$ cat src/rtl/kcs_xfer_pkg.sv
// Shared definitions for the KCS message transfer engine: phases,
// state-field encoding, control codes, error codes and the identity table.
package kcs_xfer_pkg;

    typedef enum logic [3:0] {
        PH_IDLE,
        PH_WSTART,
        PH_WDATA,
        PH_WEND,
        PH_RWAIT,
        PH_READ,
        PH_ABORT1,
        PH_ABORT2,
        PH_ERROR
    } phase_e;

    // Encoding of the host-visible state field
    localparam logic [1:0] HS_IDLE  = 2'd0;
    localparam logic [1:0] HS_READ  = 2'd1;
    localparam logic [1:0] HS_WRITE = 2'd2;
    localparam logic [1:0] HS_ERROR = 2'd3;

    // Host control codes
    localparam logic [7:0] CODE_ABORT  = 8'h60;
    localparam logic [7:0] CODE_WSTART = 8'h61;
    localparam logic [7:0] CODE_WEND   = 8'h62;
    localparam logic [7:0] CODE_READ   = 8'h68;

    // Error codes kept by the engine
    localparam logic [7:0] ERR_NONE    = 8'h00;
    localparam logic [7:0] ERR_ABORTED = 8'h01;
    localparam logic [7:0] ERR_ILLEGAL = 8'h02;
    localparam logic [7:0] ERR_LENGTH  = 8'h06;

    // Responder constants
    localparam logic [7:0] CC_OK      = 8'h00;
    localparam logic [7:0] CC_INVALID = 8'hC1;
    localparam int         RSP_MAX    = 18;
    localparam int         RSP_W      = $clog2(RSP_MAX + 1);

    // Identity payload byte k (0..14) returned by the identity command
    function automatic logic [7:0] ident_byte(input logic [3:0] k);
        case (k)
            4'd0:    return 8'h23;
            4'd2:    return 8'h12;
            4'd3:    return 8'h03;
            4'd4:    return 8'h02;
            4'd5:    return 8'hBF;
            4'd6:    return 8'h57;
            4'd7:    return 8'h01;
            4'd9:    return 8'h7B;
            default: return 8'h00;
        endcase
    endfunction

endpackage

$ cat src/rtl/kcs_req_buf.sv
// Request buffer: stores host request bytes in arrival order.
// Assumes clr and wr never pulse in the same cycle. Writes past
// REQ_DEPTH are dropped; the controller treats `full` as overflow.
// Exposes the first two stored bytes, reading as zero when absent.
module kcs_req_buf #(
    parameter int REQ_DEPTH = 32,
    parameter int CNT_W     = $clog2(REQ_DEPTH + 1)
) (
    input  logic       clk,
    input  logic       rst_n,
    input  logic       clr,
    input  logic       wr,
    input  logic [7:0] wr_byte,
    output logic       full,
    output logic [7:0] first,
    output logic [7:0] second
);

    logic [CNT_W-1:0] cnt_q;

    assign full = (cnt_q == CNT_W'(REQ_DEPTH));

    // Byte count: cleared on a new message, advanced on each accepted byte
    always_ff @(posedge clk) begin
        if (!rst_n || clr)
            cnt_q <= '0;
        else if (wr && !full)
            cnt_q <= cnt_q + 1'b1;
    end

    // One storage slot per buffer entry
    for (genvar k = 0; k < REQ_DEPTH; k++) begin : g_slot
        logic [7:0] q;
        // Capture the incoming byte when this slot is next in line
        always_ff @(posedge clk) begin
            if (wr && !full && cnt_q == CNT_W'(k))
                q <= wr_byte;
        end
    end

    assign first  = (cnt_q >= CNT_W'(1)) ? g_slot[0].q : 8'h00;
    assign second = (cnt_q >= CNT_W'(2)) ? g_slot[1].q : 8'h00;

    // the stored count never exceeds the buffer depth
    p_no_overflow_r10: assert property (@(posedge clk) disable iff (!rst_n)
        cnt_q <= CNT_W'(REQ_DEPTH));

    // an accepted byte advances the count by exactly one
    p_count_step_r3: assert property (@(posedge clk) disable iff (!rst_n)
        (wr && !full && !clr) |=> cnt_q == $past(cnt_q) + 1'b1);

endmodule

$ cat src/rtl/kcs_responder.sv
// Built-in request responder. Purely combinational: produces response
// byte `idx` and the total response length from the first two request
// bytes. Assumes the request bytes stay stable while a response streams.
module kcs_responder
    import kcs_xfer_pkg::*;
(
    input  logic [7:0]       req0,
    input  logic [7:0]       req1,
    input  logic [RSP_W-1:0] idx,
    output logic [7:0]       rsp_byte,
    output logic [RSP_W-1:0] rsp_len
);

    logic             app_fn;
    logic             is_ident;
    logic             is_selftest;
    logic [RSP_W-1:0] off;

    assign app_fn      = (req0[7:2] == 6'h06);
    assign is_ident    = app_fn && (req1 == 8'h01);
    assign is_selftest = app_fn && (req1 == 8'h04);
    assign off         = idx - RSP_W'(3);

    // Select the response length for the decoded command
    always_comb begin
        if (is_ident)
            rsp_len = RSP_W'(RSP_MAX);
        else if (is_selftest)
            rsp_len = RSP_W'(5);
        else
            rsp_len = RSP_W'(3);
    end

    // Produce the response byte at position idx
    always_comb begin
        if (idx == RSP_W'(0))
            rsp_byte = req0;
        else if (idx == RSP_W'(1))
            rsp_byte = req1;
        else if (idx == RSP_W'(2))
            rsp_byte = (is_ident || is_selftest) ? CC_OK : CC_INVALID;
        else if (is_ident)
            rsp_byte = ident_byte(off[3:0]);
        else if (is_selftest && idx == RSP_W'(3))
            rsp_byte = 8'h56;
        else
            rsp_byte = 8'h00;
    end

endmodule

$ cat src/rtl/kcs_phase_ctl.sv
// Phase controller: decodes each host byte against the current phase,
// drives the buffer and the registered output/state strobes, and walks
// the response. Assumes no host byte arrives in the single cycle spent
// in the read-wait phase (such a byte is treated as a protocol error).
module kcs_phase_ctl
    import kcs_xfer_pkg::*;
(
    input  logic             clk,
    input  logic             rst_n,
    input  logic             in_valid,
    input  logic             in_cmd,
    input  logic [7:0]       in_byte,
    input  logic             buf_full,
    input  logic [7:0]       rsp_byte,
    input  logic [RSP_W-1:0] rsp_len,
    output logic             buf_clr,
    output logic             buf_wr,
    output logic [RSP_W-1:0] rsp_idx,
    output logic             out_we,
    output logic [7:0]       out_byte,
    output logic             st_we,
    output logic [1:0]       st_val
);

    phase_e           phase_q, phase_d;
    logic [7:0]       err_q, err_d;
    logic [RSP_W-1:0] idx_q, idx_d;
    logic             owe_d, swe_d;
    logic [7:0]       ob_d;
    logic [1:0]       sv_d;
    logic             abort;

    assign rsp_idx = idx_q;

    // Next-state decode of one host byte or of the read-wait step
    always_comb begin
        phase_d = phase_q;
        err_d   = err_q;
        idx_d   = idx_q;
        owe_d   = 1'b0;
        ob_d    = out_byte;
        swe_d   = 1'b0;
        sv_d    = st_val;
        buf_clr = 1'b0;
        buf_wr  = 1'b0;
        abort   = 1'b0;
        if (in_valid && in_cmd) begin
            swe_d = 1'b1;
            sv_d  = HS_WRITE;
            owe_d = 1'b1;
            ob_d  = 8'h00;
            case (in_byte)
                CODE_WSTART: begin
                    buf_clr = 1'b1;
                    err_d   = ERR_NONE;
                    idx_d   = '0;
                    phase_d = PH_WSTART;
                end
                CODE_WEND: begin
                    if (err_q != ERR_NONE)
                        abort = 1'b1;
                    else
                        phase_d = PH_WEND;
                end
                CODE_ABORT: begin
                    err_d   = ERR_ABORTED;
                    phase_d = PH_ABORT1;
                end
                default: begin
                    err_d = ERR_ILLEGAL;
                    abort = 1'b1;
                end
            endcase
        end else if (in_valid) begin
            case (phase_q)
                PH_WSTART, PH_WDATA: begin
                    if (buf_full) begin
                        err_d = ERR_LENGTH;
                        abort = 1'b1;
                    end else begin
                        swe_d   = 1'b1;
                        sv_d    = HS_WRITE;
                        owe_d   = 1'b1;
                        ob_d    = 8'h00;
                        buf_wr  = 1'b1;
                        phase_d = PH_WDATA;
                    end
                end
                PH_WEND: begin
                    if (buf_full) begin
                        err_d = ERR_LENGTH;
                        abort = 1'b1;
                    end else begin
                        swe_d   = 1'b1;
                        sv_d    = HS_READ;
                        buf_wr  = 1'b1;
                        phase_d = PH_RWAIT;
                    end
                end
                PH_READ: begin
                    swe_d = 1'b1;
                    owe_d = 1'b1;
                    if (in_byte != CODE_READ) begin
                        sv_d = HS_ERROR;
                        ob_d = 8'h00;
                    end else if (idx_q == rsp_len) begin
                        sv_d    = HS_IDLE;
                        ob_d    = 8'h00;
                        phase_d = PH_IDLE;
                    end else begin
                        swe_d = 1'b0;
                        ob_d  = rsp_byte;
                        idx_d = idx_q + 1'b1;
                    end
                end
                PH_ABORT1: begin
                    swe_d   = 1'b1;
                    sv_d    = HS_READ;
                    owe_d   = 1'b1;
                    ob_d    = err_q;
                    phase_d = PH_ABORT2;
                end
                PH_ABORT2: begin
                    swe_d   = 1'b1;
                    sv_d    = HS_IDLE;
                    owe_d   = 1'b1;
                    ob_d    = 8'h00;
                    phase_d = PH_IDLE;
                end
                default: begin
                    if (err_q == ERR_NONE)
                        err_d = ERR_ILLEGAL;
                    abort = 1'b1;
                end
            endcase
        end else if (phase_q == PH_RWAIT) begin
            owe_d   = 1'b1;
            ob_d    = rsp_byte;
            idx_d   = idx_q + 1'b1;
            phase_d = PH_READ;
        end
        if (abort) begin
            swe_d   = 1'b1;
            sv_d    = HS_ERROR;
            owe_d   = 1'b1;
            ob_d    = 8'h00;
            buf_clr = 1'b1;
            phase_d = PH_ERROR;
        end
    end

    // Phase, error code, response position and output strobes
    always_ff @(posedge clk) begin
        if (!rst_n) begin
            phase_q  <= PH_IDLE;
            err_q    <= ERR_NONE;
            idx_q    <= '0;
            out_we   <= 1'b0;
            out_byte <= 8'h00;
            st_we    <= 1'b0;
            st_val   <= HS_IDLE;
        end else begin
            phase_q  <= phase_d;
            err_q    <= err_d;
            idx_q    <= idx_d;
            out_we   <= owe_d;
            out_byte <= ob_d;
            st_we    <= swe_d;
            st_val   <= sv_d;
        end
    end

    // a control code is always answered with a write or error state
    p_cmd_ack_r2: assert property (@(posedge clk) disable iff (!rst_n)
        (in_valid && in_cmd) |=> st_we && (st_val == HS_WRITE || st_val == HS_ERROR));

    // the read-wait step emits the first response byte and moves on
    p_first_rsp_r4: assert property (@(posedge clk) disable iff (!rst_n)
        (phase_q == PH_RWAIT && !in_valid) |=> out_we && phase_q == PH_READ);

    // the response position never passes the response length
    p_read_bound_r6: assert property (@(posedge clk) disable iff (!rst_n)
        (phase_q == PH_READ) |-> idx_q <= rsp_len);

    // the first abort step reports the abort error code
    p_abort_code_r8: assert property (@(posedge clk) disable iff (!rst_n)
        (phase_q == PH_ABORT1 && in_valid && !in_cmd) |=> out_we && out_byte == ERR_ABORTED);

    // entering the error phase is reported as error state with zero output
    p_error_entry_r9: assert property (@(posedge clk) disable iff (!rst_n)
        (phase_q == PH_ERROR && $past(phase_q) != PH_ERROR)
            |-> st_we && st_val == HS_ERROR && out_we && out_byte == 8'h00);

endmodule

$ cat src/rtl/kcs_xfer_engine.sv
// Top of the KCS message transfer engine: request buffer, built-in
// responder and phase controller. Assumes one host byte per in_valid
// pulse and at least one idle cycle after the final request byte.
module kcs_xfer_engine
    import kcs_xfer_pkg::*;
#(
    parameter int REQ_DEPTH = 32
) (
    input  logic       clk,
    input  logic       rst_n,
    input  logic       in_valid,
    input  logic       in_cmd,
    input  logic [7:0] in_byte,
    output logic       out_we,
    output logic [7:0] out_byte,
    output logic       st_we,
    output logic [1:0] st_val
);

    localparam int CNT_W = $clog2(REQ_DEPTH + 1);

    logic             buf_clr, buf_wr, buf_full;
    logic [7:0]       req0, req1, rsp_byte;
    logic [RSP_W-1:0] rsp_idx, rsp_len;

    kcs_req_buf #(
        .REQ_DEPTH (REQ_DEPTH),
        .CNT_W     (CNT_W)
    ) u_buf (
        .clk     (clk),
        .rst_n   (rst_n),
        .clr     (buf_clr),
        .wr      (buf_wr),
        .wr_byte (in_byte),
        .full    (buf_full),
        .first   (req0),
        .second  (req1)
    );

    kcs_responder u_rsp (
        .req0     (req0),
        .req1     (req1),
        .idx      (rsp_idx),
        .rsp_byte (rsp_byte),
        .rsp_len  (rsp_len)
    );

    kcs_phase_ctl u_ctl (
        .clk      (clk),
        .rst_n    (rst_n),
        .in_valid (in_valid),
        .in_cmd   (in_cmd),
        .in_byte  (in_byte),
        .buf_full (buf_full),
        .rsp_byte (rsp_byte),
        .rsp_len  (rsp_len),
        .buf_clr  (buf_clr),
        .buf_wr   (buf_wr),
        .rsp_idx  (rsp_idx),
        .out_we   (out_we),
        .out_byte (out_byte),
        .st_we    (st_we),
        .st_val   (st_val)
    );

endmodule

$ cat config.mk
export PLATFORM = sky130hd
export DESIGN_NAME = kcs_xfer_engine
export DESIGN_NICKNAME = d
export VERILOG_FILES = /design/src/rtl/kcs_xfer_pkg.sv /design/src/rtl/kcs_req_buf.sv /design/src/rtl/kcs_responder.sv /design/src/rtl/kcs_phase_ctl.sv /design/src/rtl/kcs_xfer_engine.sv
export SDC_FILE = /design/constraint.sdc
export NUM_CORES = 1
export LEC_CHECK = 0
export ABC_CLOCK_PERIOD_IN_PS = 5800
export BUFFER_PORTS_ARGS = -buffer_cell sky130_fd_sc_hd__buf_4
export CAP_MARGIN = 5
export CELL_PAD_IN_SITES_DETAIL_PLACEMENT = 0
export CELL_PAD_IN_SITES_GLOBAL_PLACEMENT = 1
export CORE_ASPECT_RATIO = 2
export CORE_MARGIN = 5
export CORE_UTILIZATION = 49
export DETAILED_ROUTE_END_ITERATION = 10
export HOLD_SLACK_MARGIN = 0.15
export PLACE_DENSITY = 0.95
export SYNTH_ARGS = -nofsm -noshare
export SYNTH_HDL_FRONTEND = slang
export SYNTH_SLANG_ARGS = --single-unit
$ cat constraint.sdc
create_clock -name clk -period 5.8 [get_ports clk]
set_input_delay 0.29 -clock clk [delete_from_list [all_inputs] [get_ports clk]]
set_output_delay 0.29 -clock clk [all_outputs]
set_load 0.05 [all_outputs]
* After elaboration in Yosys (flattened, before gate mapping)
Memories as Yosys holds them, arrays and structs flattened.
Index checks and enable logic that the tools add are counted.
** Operators by class
- Add/sub/neg operators :: 3
- Order comparisons :: 2
- Equality and inequality tests :: 46
- Multiplexer cells :: 72
- Bitwise logic cells :: 1
- Reduce and logical (&&, ||, !) cells :: 35
** Operators by type and width (number)
- 8-bit two-way mux :: 16
- 5-bit two-way mux :: 8
- 4-bit two-way mux :: 9
- 8-bit case mux with 4 select lines :: 1
- 8-bit by 7-bit == test with 1-bit output (second input constant) :: 3
- 8-bit case mux with 3 select lines :: 1
- 1-bit two-way mux :: 20
- 4-bit case mux with 5 select lines :: 1
- 4-bit by 3-bit == test with 1-bit output (second input constant) :: 4
- 4-bit by 3-bit inequality test with 1-bit output (second input constant) :: 4
- 8-bit case mux with 2 select lines :: 1
- 8-bit AND reduction :: 2
- 5-bit by 3-bit inequality test with 1-bit output (second input constant) :: 3
- 5-bit AND reduction :: 3
- 2-bit two-way mux :: 7
- 4-bit by 2-bit inequality test with 1-bit output (second input constant) :: 3
- 4-bit case mux with 3 select lines :: 1
- 5-bit by 2-bit == test with 1-bit output (second input constant) :: 2
- 5-bit by 1-bit inequality test with 1-bit output (second input constant) :: 2
- 2-bit case mux with 5 select lines :: 1
- 3-bit nonzero test :: 3
- 3-bit OR reduction :: 3
- 4-bit by 2-bit == test with 1-bit output (second input constant) :: 2
- 8-bit by 1-bit == test with 1-bit output (second input constant) :: 1
- other kinds (40) :: 58
** Storage, ports and cells
- Bits in registers :: 51
- ROM bits :: 128
- Input port bits :: 12
- Output and inout port bits :: 12
- Logic and storage cells :: 171
- Memories kept :: 1
** Memory list
- (name not given) :: words 16, width 8, read ports 1, clocked after Yosys merged registers in 0, write ports 0, RTL line kcs_xfer_pkg.sv:43 : case (k)

* Logic depth before layout (Yosys ltp)
Gate-level depths: netlist of the first run.
- Depth in word-level cells :: 14
- Gate-level depth with buffers :: 10
- Gate-level depth less buffers :: 9

* Cells and area by module
From an unflattened synthesis of the first run, not the netlist that was laid out.
** Unflattened totals
- Cell total of the unflattened synthesis :: 348
- Area total of the unflattened synthesis :: 3080.5 sq um
** By module, submodules not included
- kcs_phase_ctl :: times used 1, cells each 192, area an instance 1601.5 sq um, seq. area each 480.5 sq um
- kcs_req_buf :: times used 1, cells each 78, area an instance 983.4 sq um, seq. area each 600.6 sq um
- kcs_responder :: times used 1, cells each 78, area an instance 495.5 sq um, seq. area each 0.0 sq um

* Worst setup path before layout of the first run
OpenSTA, ideal clock, no wires.
- Kind :: register to register
- Start point :: register u_buf.cnt_q[0]
- End point :: register u_ctl.phase_q[0]
- Library setup time :: 0.096 ns
- Arrival :: 2.409 ns
- Data required time :: 5.704 ns
- Setup slack :: 3.296 ns
- Stages on the path, launching flop included :: 10
- Path buffers :: 0
- Clock period less this slack :: 2.504 ns
- Path through :: dfxtp_1 inv_1 ha_1 nor2b_1 o21a_2 or4_1 a221oi_2 o211a_1 nor2_1 o41ai_2
** Between the ends
- Cells in the longest elaborated chain, start to end :: 9
- Elaborated cells on any way between the ends :: 22
- Classes of those cells :: 2 x order compare; 8 x eq/ne; 8 x mux; 4 x reduce/logical
** RTL lines
- start, declared :: RTL line kcs_req_buf.sv:19 : logic [CNT_W-1:0] cnt_q;
- start signal, assigned :: RTL line kcs_req_buf.sv:28 : cnt_q <= cnt_q + 1'b1;
- 6-bit by 2-bit greater-or-equal comparator with 1-bit output or 6-bit by 1-bit greater-or-equal comparator with 1-bit output (tied branches) :: RTL line kcs_req_buf.sv:42, kcs_req_buf.sv:41
- 8-bit two-way mux, on equally long branches :: RTL line kcs_req_buf.sv:42, kcs_req_buf.sv:41
- 8-bit by 3-bit == test with 1-bit output or 6-bit by 3-bit == test with 1-bit output (tied branches) :: RTL line kcs_responder.sv:21, kcs_responder.sv:19
- 1-bit logical AND :: RTL line kcs_responder.sv:21 : assign is_selftest = app_fn && (req1 == 8'h04);
- 3-bit two-way mux :: RTL line kcs_responder.sv:28 : else if (is_selftest)
- 5-bit two-way mux :: RTL line kcs_responder.sv:26 : if (is_ident)
- 5-bit == test :: RTL line kcs_phase_ctl.sv:106 : end else if (idx_q == rsp_len) begin
- 4-bit by 2-bit inequality test with 1-bit output (no source line)
- 8-bit AND reduction (no source line)
- end signal, assigned :: RTL line kcs_phase_ctl.sv:163 : phase_q <= phase_d;
- end, declared :: RTL line kcs_phase_ctl.sv:25 : phase_e phase_q, phase_d;
Parallel ways exist; a longest one is shown, timed or not.
A chain may end at the register's enable or synchronous reset.

* Worst setup path in the final report of the first run
- Start point :: register u_buf.cnt_q[0]
- End point :: register u_ctl.out_byte[5]
** Between the ends
- Cells in the longest elaborated chain, start to end :: 12
- Elaborated cells on any way between the ends :: 29
- Classes of those cells :: 2 x order compare; 6 x eq/ne; 17 x mux; 4 x reduce/logical
** RTL lines
- 6-bit by 2-bit greater-or-equal comparator with 1-bit output or 6-bit by 1-bit greater-or-equal comparator with 1-bit output (tied branches) :: RTL line kcs_req_buf.sv:42, kcs_req_buf.sv:41
- 8-bit two-way mux, on equally long branches :: RTL line kcs_req_buf.sv:42, kcs_req_buf.sv:41
- 8-bit by 1-bit == test with 1-bit output or 6-bit by 3-bit == test with 1-bit output (tied branches) :: RTL line kcs_responder.sv:20, kcs_responder.sv:19
- 1-bit logical AND :: RTL line kcs_responder.sv:20 : assign is_ident = app_fn && (req1 == 8'h01);
- 8-bit two-way mux :: RTL line kcs_responder.sv:42 : else if (is_ident)
- 8-bit two-way mux :: RTL line kcs_responder.sv:40 : else if (idx == RSP_W'(2))
- 8-bit two-way mux :: RTL line kcs_responder.sv:38 : else if (idx == RSP_W'(1))
- 8-bit two-way mux :: RTL line kcs_responder.sv:36 : if (idx == RSP_W'(0))
- 8-bit two-way mux :: RTL line kcs_phase_ctl.sv:106
- 8-bit two-way mux :: RTL line kcs_phase_ctl.sv:103 : if (in_byte != CODE_READ) begin
- 8-bit case mux with 4 select lines :: RTL line kcs_phase_ctl.sv:75 : case (phase_q)
- 8-bit two-way mux :: RTL line kcs_phase_ctl.sv:74 : end else if (in_valid) begin
- end signal, assigned :: RTL line kcs_phase_ctl.sv:159 : out_byte <= 8'h00;
- end signal, assigned :: RTL line kcs_phase_ctl.sv:167 : out_byte <= ob_d;
- end, declared :: RTL line kcs_phase_ctl.sv:20 : output logic [7:0] out_byte,
Parallel ways exist; a longest one is shown, timed or not. The select of a mux whose other input is x is not followed.

==> results.cfg, run 1 <==
[outcome]
run_status = complete, no violations

[setup_path]
reg2reg_from = u_buf.cnt_q[0]$_SDFFE_PP0P_
slowest_library_cell_on_the_worst_path = sky130_fd_sc_hd__or4_1
timing.critical_path.max_delay_family = compound AO/OA/AOI/OAI gates
critical_path.most_common_cell = sky130_fd_sc_hd__o21ai_0
cp.required_ns = 5.96
cp_bufs_invs = 1
worstSetupPathType = reg2reg
depth_of_the_most_critical_reg_to_reg_path = 9
worst-path-max-fanout = 9
critical_path_arrival_ns = 3.07
critical_path_depth = 9
setup.worst_path.start = u_buf.cnt_q[0]$_SDFFE_PP0P_
worst_setup_path_endpoint = u_ctl.out_byte[5]$_SDFFE_PP0P_
cp_cell_sequence = inv_1 -> ha_1 -> nor2b_1 -> o21a_2 -> or4_1 -> a221oi_2 -> o21ai_0 -> nand3_1 -> o21ai_0
timing.critical_path.slowest_cell_delay_ns = 0.55
worst-r2r-setup-slack_ns = 2.90
critPathCaptureType = flop
critical_path.startpoint_type = flop
crit-reg2reg-capture = u_ctl.out_byte[5]$_SDFFE_PP0P_

[logic_synthesis]
synthesis.nets = 371
synthCells = 348
ys_ff_latch = 46
number_of_enable_flip_flop_cells_after_synthesis = 16
postSynth.asyncResetShare = 0
synth.yosys.warnings = 0
synth.lib_cells_used.distinct = 65
synth-seq-area-share = 0.369
synth.cell_area_mm2 = 0.00293
syn-mean-instance-area_um2 = 8.42
yosys_most_used_dff = sky130_fd_sc_hd__dfxtp_1

[layout]
finalInstanceArea_mm2 = 0.00327
area.growth.synth_to_final_pct = 11.7
diodes = 0
share_of_final_layout_standard_cells_stronger_than_drive_strength_1 = 0.137
design.final.nets = 387

[drt]
wl_final_mm = 7.35
drt-wirelength-per-cell_um = 17.2
drc_violations_left = 0
first_drt_pass_iteration_count = 6
iteration_0_drc_count_of_the_detailed_router = 177
vias_per_cell = 6.27
detailroute.via_count = 2684
ant_nets = 0

[die]
number_of_rows_created_at_floorplan = 40
initial_utilization = 0.496
die_h_um = 119
design.die.area_mm2 = 0.00772
top_level_ports = 24
placeableCoreArea_mm2 = 0.00591
die_width_um = 64.7

[cts]
clk_latency_ns = 0.29
post-cts-setup-buffers = 0
clock_tree.root_cell = sky130_fd_sc_hd__clkbuf_16
cts_buffer_depth = 2
cts_tree = yes
clock_tree.htree_level_count = 2
cts.hold.buffers_added = 0
cts-resized-gates = 0
clock_buffer_count_from_cts = 5
clk_transition_reported_paths_ns = 0.06
clock_sinks = 46

[sta]
hold_viol = 0
tightest_slew_ns = 1.00
fmax_ghz = 0.345
relSlewSlack = 0.324
final_max_slew_viol_count = 0
post-route-period-util = 0.500
timing.clock.skew_ns = 0.00289
final.min_clock_period_ns = 2.90
unrepaired_setup_endpoints_after_global_routing = false
report.final.setup_viol = 0
timing.setup.tns_ns = 0

[global_routing]
globalRouteTotalUtil = 0.201
vias_in_the_first_global_route = 2523
initial_antenna_violation_count = 0
global_route_wire_length_before_repair_mm = 12.3
overflow = 0
largest_net_degree_at_the_start_of_global_routing = 16

[min_path]
timing.hold.worst.start = in_byte[2]
hold_class = in2reg

[power]
share_seq_of_total_power = 0.487
power_frac_comb = 0.119
internal_uw = 530
power_per_cell_area_mw_per_mm2 = 220
switching_share = 0.264
total_leakage_power_uw = 0.00119
power.switching_uw = 190
power.ir.vdd_worst_uv = 241
clock_power_share = 0.394
report.power.total_uw = 720

[place]
place.detailed.hpwl_mm = 5.58
place_congestion = 0.912
port_buffers = 23
placedInstanceArea_mm2 = 0.00313

[job]
maxCapViolCount = 0
[flip-flops by register name, indices dropped and copies added (netlist names)]
signal	count
u_buf.cnt_q	6
u_buf.g_slot.q	16
u_ctl.err_q	3
u_ctl.out_byte	8
u_ctl.out_we	1
u_ctl.phase_q	4
u_ctl.rsp_idx	5
u_ctl.st_val	2
u_ctl.st_we	1
[per-layer routing]
layer  vias up  part of all wire  global-route usage
li1       1319                 -                   -
met1      1261              0.41               0.251
met2        89              0.50               0.335
met3        15             0.056              0.0368
met4         0             0.027              0.0808
met5         -                 0                   0
[how the worst min path moves through the flow]
stage,to,cells past startpoint
2_1_floorplan,u_buf.g_slot[0].q[0]$_DFFE_PP_,0
3_3_place_gp,u_ctl.out_byte[7]$_SDFFE_PP0P_,2
3_5_place_dp,u_ctl.out_byte[6]$_SDFFE_PP0P_,2
4_1_cts,u_buf.g_slot[1].q[5]$_DFFE_PP_,1
5_1_grt,u_buf.g_slot[1].q[5]$_DFFE_PP_,1
6_report,u_buf.g_slot[1].q[2]$_DFFE_PP_,1
[metrics by stage]
stage	setup WS (ns)	util	std cells	hold WS (ns)
after global placement	3.07	0.529	420	0.442
final	2.90	0.554	428	0.189
after global routing	2.73	0.554	428	0.188
after floorplan	3.30	-	348	0.389
after detailed placement	2.95	0.529	420	0.451
after CTS	2.93	0.554	428	0.187
[synth_stat cells, types with 3 or more instances]
master                     instances  area share
sky130_fd_sc_hd__nor2_1           33       0.042
sky130_fd_sc_hd__nor3_1           11       0.019
sky130_fd_sc_hd__a211oi_1          4       0.010
sky130_fd_sc_hd__nand3_1          13       0.022
sky130_fd_sc_hd__or2_2             3      0.0064
sky130_fd_sc_hd__xnor2_1           3      0.0090
sky130_fd_sc_hd__o21ai_0          20       0.034
sky130_fd_sc_hd__a22oi_1           5       0.013
sky130_fd_sc_hd__inv_1            15       0.019
sky130_fd_sc_hd__a211o_1           3      0.0090
sky130_fd_sc_hd__dfxtp_1          30        0.20
sky130_fd_sc_hd__nand2_1          42       0.054
sky130_fd_sc_hd__o41ai_1           3      0.0090
sky130_fd_sc_hd__a21oi_1          25       0.043
sky130_fd_sc_hd__nand4_1           6       0.013
sky130_fd_sc_hd__nor4_1            4      0.0085
sky130_fd_sc_hd__nor2b_1           4      0.0085
sky130_fd_sc_hd__clkbuf_1         10       0.013
sky130_fd_sc_hd__ha_1             11       0.047
sky130_fd_sc_hd__a21o_1            5       0.013
sky130_fd_sc_hd__edfxtp_1         16        0.16
sky130_fd_sc_hd__o211ai_1          5       0.013
sky130_fd_sc_hd__or3_1             3      0.0064
sky130_fd_sc_hd__nand2b_1          5       0.011
sky130_fd_sc_hd__and3_1            6       0.013
sky130_fd_sc_hd__xor2_1            8       0.024
sky130_fd_sc_hd__a31oi_1           6       0.013
[placed cells by master (no fill, tap or decap), types with 8 or more instances in the layout]
master	instances
sky130_fd_sc_hd__nand2_1	42
sky130_fd_sc_hd__buf_4	23
sky130_fd_sc_hd__nand3_1	13
sky130_fd_sc_hd__o21ai_0	20
sky130_fd_sc_hd__nor2_1	33
sky130_fd_sc_hd__edfxtp_1	16
sky130_fd_sc_hd__ha_1	11
sky130_fd_sc_hd__inv_1	15
sky130_fd_sc_hd__xor2_1	8
sky130_fd_sc_hd__a21oi_1	25
sky130_fd_sc_hd__nor3_1	11
sky130_fd_sc_hd__dfxtp_1	30
[cell type report]
type                       count  area [µm²]
multi-input combinational    273        1740
timing repair buffer          23         173
tap                           63        78.8
clock buffer                   5         125
inverter                      15        56.3
sequential                    46        1080
clock inverter                 3        21.3
fill                         563        2630
[power by group through the flow]
stage	logic [µW]	registers, µW	clock network [µW]
floorplan	54.9	359	0
finish	85.6	350	284
global route	93.6	351	301
CTS	84.4	350	289
detailed placement	83.8	357	0
global placement	82.4	357	0
[cell families (layout without fill, tap and decap cells)]
logic type / Yosys count / after routing / synth area share
xor+xnor: 12 / 12 / 0.0410
simple gates: 146 / 146 / 0.261
fa+ha+maj: 11 / 11 / 0.0470
compound gates: 102 / 102 / 0.237
mux: 2 / 2 / 0.00683
flops: 46 / 46 / 0.369
buf+inv: 29 / 46 / 0.0380
(Power assumes the default switching activity.)
==> run 2: changes to the inputs <==
--- a/config.mk
+++ b/config.mk
@@ -5,17 +5,17 @@
 export SDC_FILE = /design/constraint.sdc
 export NUM_CORES = 1
 export LEC_CHECK = 0
-export ABC_CLOCK_PERIOD_IN_PS = 5800
+export ABC_CLOCK_PERIOD_IN_PS = 2800
 export BUFFER_PORTS_ARGS = -buffer_cell sky130_fd_sc_hd__buf_4
 export CAP_MARGIN = 5
 export CELL_PAD_IN_SITES_DETAIL_PLACEMENT = 0
 export CELL_PAD_IN_SITES_GLOBAL_PLACEMENT = 1
 export CORE_ASPECT_RATIO = 2
 export CORE_MARGIN = 5
-export CORE_UTILIZATION = 49
+export CORE_UTILIZATION = 45
 export DETAILED_ROUTE_END_ITERATION = 10
 export HOLD_SLACK_MARGIN = 0.15
-export PLACE_DENSITY = 0.95
+export PLACE_DENSITY = 0.89
 export SYNTH_ARGS = -nofsm -noshare
 export SYNTH_HDL_FRONTEND = slang
 export SYNTH_SLANG_ARGS = --single-unit
==> constraint.sdc (replaced) <==
create_clock -name clk -period 2.8 [get_ports clk]
set_input_delay 0.14 -clock clk [delete_from_list [all_inputs] [get_ports clk]]
set_output_delay 0.14 -clock clk [all_outputs]
set_load 0.05 [all_outputs]
==> results.cfg, run 2 (synthesized netlist as in run 1, its figures left out) <==
[outcome]
run_status = complete, no violations

[drt]
wl_final_mm = 8.41
ant_nets = 0
drc_violations_left = 0
iteration_0_drc_count_of_the_detailed_router = 146
first_drt_pass_iteration_count = 5
detailroute.via_count = 2849
drt-wirelength-per-cell_um = 17.6
vias_per_cell = 5.96

[global_routing]
global_route_wire_length_before_repair_mm = 13.4
global_route.peak_usage_layer = met2
globalRouteTotalUtil = 0.213
initial_antenna_violation_count = 0
vias_in_the_first_global_route = 2834
grt_use_met2 = 0.393
grt_util_met1 = 0.205
largest_net_degree_at_the_start_of_global_routing = 17
use_met3 = 0.0271
overflow = 0

[layout]
diodes = 0
most-common-layout-cells = sky130_fd_sc_hd__nand2_1, sky130_fd_sc_hd__buf_4, sky130_fd_sc_hd__nor2_1, sky130_fd_sc_hd__dfxtp_1, sky130_fd_sc_hd__a21oi_1
largest_reg_flops = 16
area.growth.synth_to_final_pct = 21.1
largest_register = u_buf.g_slot.q
design.final.nets = 414
share_of_final_layout_standard_cells_stronger_than_drive_strength_1 = 0.176
layout.cells.most_common = sky130_fd_sc_hd__nand2_1
biggestRegsByFlops = u_buf.g_slot.q x16, u_ctl.out_byte x8, u_buf.cnt_q x6

[sta]
post-route-period-util = 0.949
report.final.setup_viol = 0
fmax_ghz = 0.376
unrepaired_setup_endpoints_after_global_routing = true
timing.clock.skew_ns = 0.00651
setup_slack_ns = 0.143
hold_viol = 0
relSlewSlack = 0.199
tightest_slew_ns = 1.19
final_max_slew_viol_count = 0
final.min_clock_period_ns = 2.66
timing.setup.tns_ns = 0

[power]
power_per_cell_area_mw_per_mm2 = 431
report.power.total_uw = 1530
power.ir.vdd_worst_uv = 231
total_leakage_power_uw = 0.00137

[setup_path]
critical_path.startpoint_type = flop
critPathCaptureType = flop
critical_path_arrival_ns = 2.88
cp.required_ns = 3.02
worst-path-max-fanout = 9
worstSetupPathType = reg2reg

[cts]
clock_buffer_count_from_cts = 5
clock_tree.root_cell = sky130_fd_sc_hd__clkbuf_16
clock_sinks = 46
cts_buffer_depth = 2
clk_transition_reported_paths_ns = 0.07
post-cts-setup-buffers = 0
clock_tree.htree_level_count = 2
cts_tree = yes
clk_latency_ns = 0.29

[place]
port_buffers = 23
placement.setup.worst_slack_ns = 0.0766
place.detailed.hpwl_mm = 6.65
place_congestion = 0.956

[die]
top_level_ports = 24
initial_utilization = 0.464
die_width_um = 67.1
design.die.area_mm2 = 0.00832
number_of_rows_created_at_floorplan = 41
placeableCoreArea_mm2 = 0.00631
die_h_um = 124

[job]
maxCapViolCount = 0

[min_path]
hold_class = in2reg
run 2: changes by cell type in the layout (fill, tap and decap cells not counted), sizes merged:
cell	previous run	this run
dlygate4sd3	0	9
inv	15	16
buf	23	41
clkinv	2	1
run 2: through the flow:
step,util,area [µm²],hold WS (ns),cells
after floorplan,-,2930,0.239,348
after global placement,0.522,3290,0.334,461
after detailed placement,0.522,3290,0.335,461
after CTS,0.560,3530,0.194,478
after global routing,0.562,3550,0.225,478
final,0.562,3550,0.196,478
run 2: area by class of cell:
type                       instances  area, µm²
clock buffer                       5        125
inverter                          15       56.3
tap                               86        108
multi-input combinational        273       1750
sequential                        46       1080
fill                             624       2760
clock inverter                     3       25.0
timing repair buffer              50        398
run 2: critical path: stages, from the launching register on:
cell and delay, ns:
sky130_fd_sc_hd__dfxtp_1 0.33, sky130_fd_sc_hd__inv_1 0.06, sky130_fd_sc_hd__ha_1 0.22, sky130_fd_sc_hd__nor2b_1 0.16, sky130_fd_sc_hd__o21a_2 0.28, sky130_fd_sc_hd__o311ai_1 0.43
sky130_fd_sc_hd__a221oi_4 0.13, sky130_fd_sc_hd__o31a_2 0.40, sky130_fd_sc_hd__or4_1 0.50, sky130_fd_sc_hd__o21ai_1 0.08
run 2: timing repair:
item | in CTS | in global routing
setup endpoints to repair | 0 | 9
resized for setup | 0 | 2
hold buffers | 9 | 0
hold endpoints to repair | 17 | 0
run 2: where the power goes:
part | internal, µW | switching, µW
clock network | 336 | 268
registers | 705 | 18.0
logic | 74.7 | 126
total | 1120 | 412
run 2: worst paths after layout:
path / start / to / slack [ns] / cells after the start
max: u_buf.cnt_q[0]$_SDFFE_PP0P_ / u_ctl.rsp_idx[2]$_SDFFE_PN0P_ / 0.14 / 9
min: in_valid / u_ctl.phase_q[1]$_SDFFE_PP0P_ / 0.20 / 3
max reg2reg: u_buf.cnt_q[0]$_SDFFE_PP0P_ / u_ctl.rsp_idx[2]$_SDFFE_PN0P_ / 0.14 / 9
min reg2reg: u_ctl.out_byte[5]$_SDFFE_PP0P_ / u_ctl.out_byte[5]$_SDFFE_PP0P_ / 0.46 / 2
run 2: routing by layer:
metal | up-vias | wire [µm]
met2 | 85 | 4630
met5 | - | 0
met4 | 0 | 494
met1 | 1355 | 3030
li1 | 1374 | -
met3 | 35 | 257
==> run 3: changes to the inputs <==
--- a/config.mk
+++ b/config.mk
@@ -10,7 +10,7 @@
 export CAP_MARGIN = 5
 export CELL_PAD_IN_SITES_DETAIL_PLACEMENT = 0
 export CELL_PAD_IN_SITES_GLOBAL_PLACEMENT = 1
-export CORE_ASPECT_RATIO = 2
+export CORE_ASPECT_RATIO = 0.9
 export CORE_MARGIN = 5
 export CORE_UTILIZATION = 45
 export DETAILED_ROUTE_END_ITERATION = 10
==> results.cfg, run 3 (synthesized netlist as in run 1, its figures left out) <==
[sta]
setup_slack_ns = 0.105
final_max_slew_viol_count = 0
tightest_slew_ns = 0.852
report.final.setup_viol = 0
relSlewSlack = 0.427
timing.setup.tns_ns = 0
post-route-period-util = 0.963
fmax_ghz = 0.371
timing.clock.skew_ns = 0.0107
hold_viol = 0
final.min_clock_period_ns = 2.70
unrepaired_setup_endpoints_after_global_routing = false

[global_routing]
overflow = 0
global_route_wire_length_before_repair_mm = 13.4
globalRouteTotalUtil = 0.205
largest_net_degree_at_the_start_of_global_routing = 17
vias_in_the_first_global_route = 2680
initial_antenna_violation_count = 0

[place]
placedInstanceArea_mm2 = 0.00331
place_congestion = 0.946
place.detailed.hpwl_mm = 6.20
port_buffers = 23
placement.setup.worst_slack_ns = 0.166

[cts]
cts_tree = yes
clock_tree.htree_level_count = 2
clk_transition_reported_paths_ns = 0.10
clk_latency_ns = 0.31
cts_buffer_depth = 2
clock_sinks = 46
clock_tree.root_cell = sky130_fd_sc_hd__clkbuf_8
clock_buffer_count_from_cts = 5

[layout]
design.final.nets = 416
biggestRegsByFlops = u_buf.g_slot.q x16, u_ctl.out_byte x8, u_buf.cnt_q x6
share_of_final_layout_standard_cells_stronger_than_drive_strength_1 = 0.178
finalInstanceArea_mm2 = 0.00349
most-common-layout-cells = sky130_fd_sc_hd__buf_4, sky130_fd_sc_hd__nand2_1, sky130_fd_sc_hd__nor2_1, sky130_fd_sc_hd__dfxtp_1, sky130_fd_sc_hd__a21oi_1
layout.cells.most_common = sky130_fd_sc_hd__buf_4
area.growth.synth_to_final_pct = 19.1
largest_register = u_buf.g_slot.q
largest_reg_flops = 16
diodes = 0

[drt]
first_drt_pass_iteration_count = 5
wl_final_mm = 8.24
ant_nets = 0
drc_violations_left = 0
iteration_0_drc_count_of_the_detailed_router = 359
vias_per_cell = 5.95
detailroute.via_count = 2861
drt-wirelength-per-cell_um = 17.1

[power]
power_per_cell_area_mw_per_mm2 = 388
internal_uw = 962
share_seq_of_total_power = 0.532
power.ir.vdd_worst_uv = 242
power.switching_uw = 394
power_frac_comb = 0.148
clock_power_share = 0.320
total_leakage_power_uw = 0.00132
switching_share = 0.290

[min_path]
timing.hold.worst.start = in_valid
hold_class = in2reg

[die]
number_of_rows_created_at_floorplan = 27
die_h_um = 86.6
initial_utilization = 0.471
die_width_um = 95.1
top_level_ports = 24
design.die.area_mm2 = 0.00823
placeableCoreArea_mm2 = 0.00622

[job]
maxCapViolCount = 0

[setup_path]
critical_path.startpoint_type = flop
cp.required_ns = 2.99
worst-path-max-fanout = 9
worstSetupPathType = reg2reg
reg2reg_from = u_buf.cnt_q[0]$_SDFFE_PP0P_
critical_path_arrival_ns = 2.88
critPathCaptureType = flop
setup.worst_path.start = u_buf.cnt_q[0]$_SDFFE_PP0P_

[outcome]
run_status = complete, no violations
run 3: layout make-up:
cell class | count | area [µm²]
flip-flops and latches | 46 | 1080
well taps | 87 | 109
inverters | 15 | 56.3
clock buffers | 5 | 68.8
repair buffers | 52 | 413
clock inverters | 3 | 23.8
fillers | 593 | 2730
multi-input cells | 273 | 1740
run 3: power by group through the flow:
stage	clock network [µW]	registers [µW]	logic, µW
5_1_grt	477	725	218
3_5_place_dp	0	737	186
4_1_cts	447	721	198
6_report	433	722	201
3_3_place_gp	0	737	186
2_1_floorplan	0	745	114
run 3: what timing repair did:
| action | CTS | global route |
|---|---|---|
| hold buffers | 9 | 0 |
| buffers inserted | 0 | 0 |
| endpoints found under the hold margin | 18 | 0 |
| resized for setup | 0 | 0 |
run 3: layer usage:
metal	global-route usage	wire length [µm]	vias up
met5	0	0	-
met2	0.334	3790	123
li1	-	-	1377
met1	0.279	3800	1340
met4	0.0616	159	0
met3	0.0339	502	21
run 3: critical path: stages, from the launching register on:
cell and delay [ns]:
sky130_fd_sc_hd__dfxtp_1 0.34, sky130_fd_sc_hd__inv_1 0.06, sky130_fd_sc_hd__ha_1 0.21, sky130_fd_sc_hd__nor2b_1 0.16, sky130_fd_sc_hd__o21a_2 0.27, sky130_fd_sc_hd__or4_1 0.56
sky130_fd_sc_hd__a221oi_2 0.28, sky130_fd_sc_hd__buf_4 0.18, sky130_fd_sc_hd__o21ai_0 0.17, sky130_fd_sc_hd__nand3_1 0.22, sky130_fd_sc_hd__o21ai_0 0.13
run 3: final timing paths:
path,end,slack [ns],cells after the start
min,u_ctl.phase_q[1]$_SDFFE_PP0P_,0.17,3
max,u_ctl.out_byte[6]$_SDFFE_PP0P_,0.10,10
max reg2reg,u_ctl.out_byte[6]$_SDFFE_PP0P_,0.10,10
min reg2reg,u_ctl.out_byte[4]$_SDFFE_PP0P_,0.47,2
run 3: per-stage QoR:
step | hold slack [ns] | std cells | total power, µW | utilization
after floorplan | 0.239 | 348 | 858 | -
after global placement | 0.344 | 464 | 923 | 0.532
after detailed placement | 0.338 | 464 | 922 | 0.532
after CTS | 0.167 | 481 | 1370 | 0.561
after global routing | 0.194 | 481 | 1420 | 0.561
final | 0.173 | 481 | 1360 | 0.561
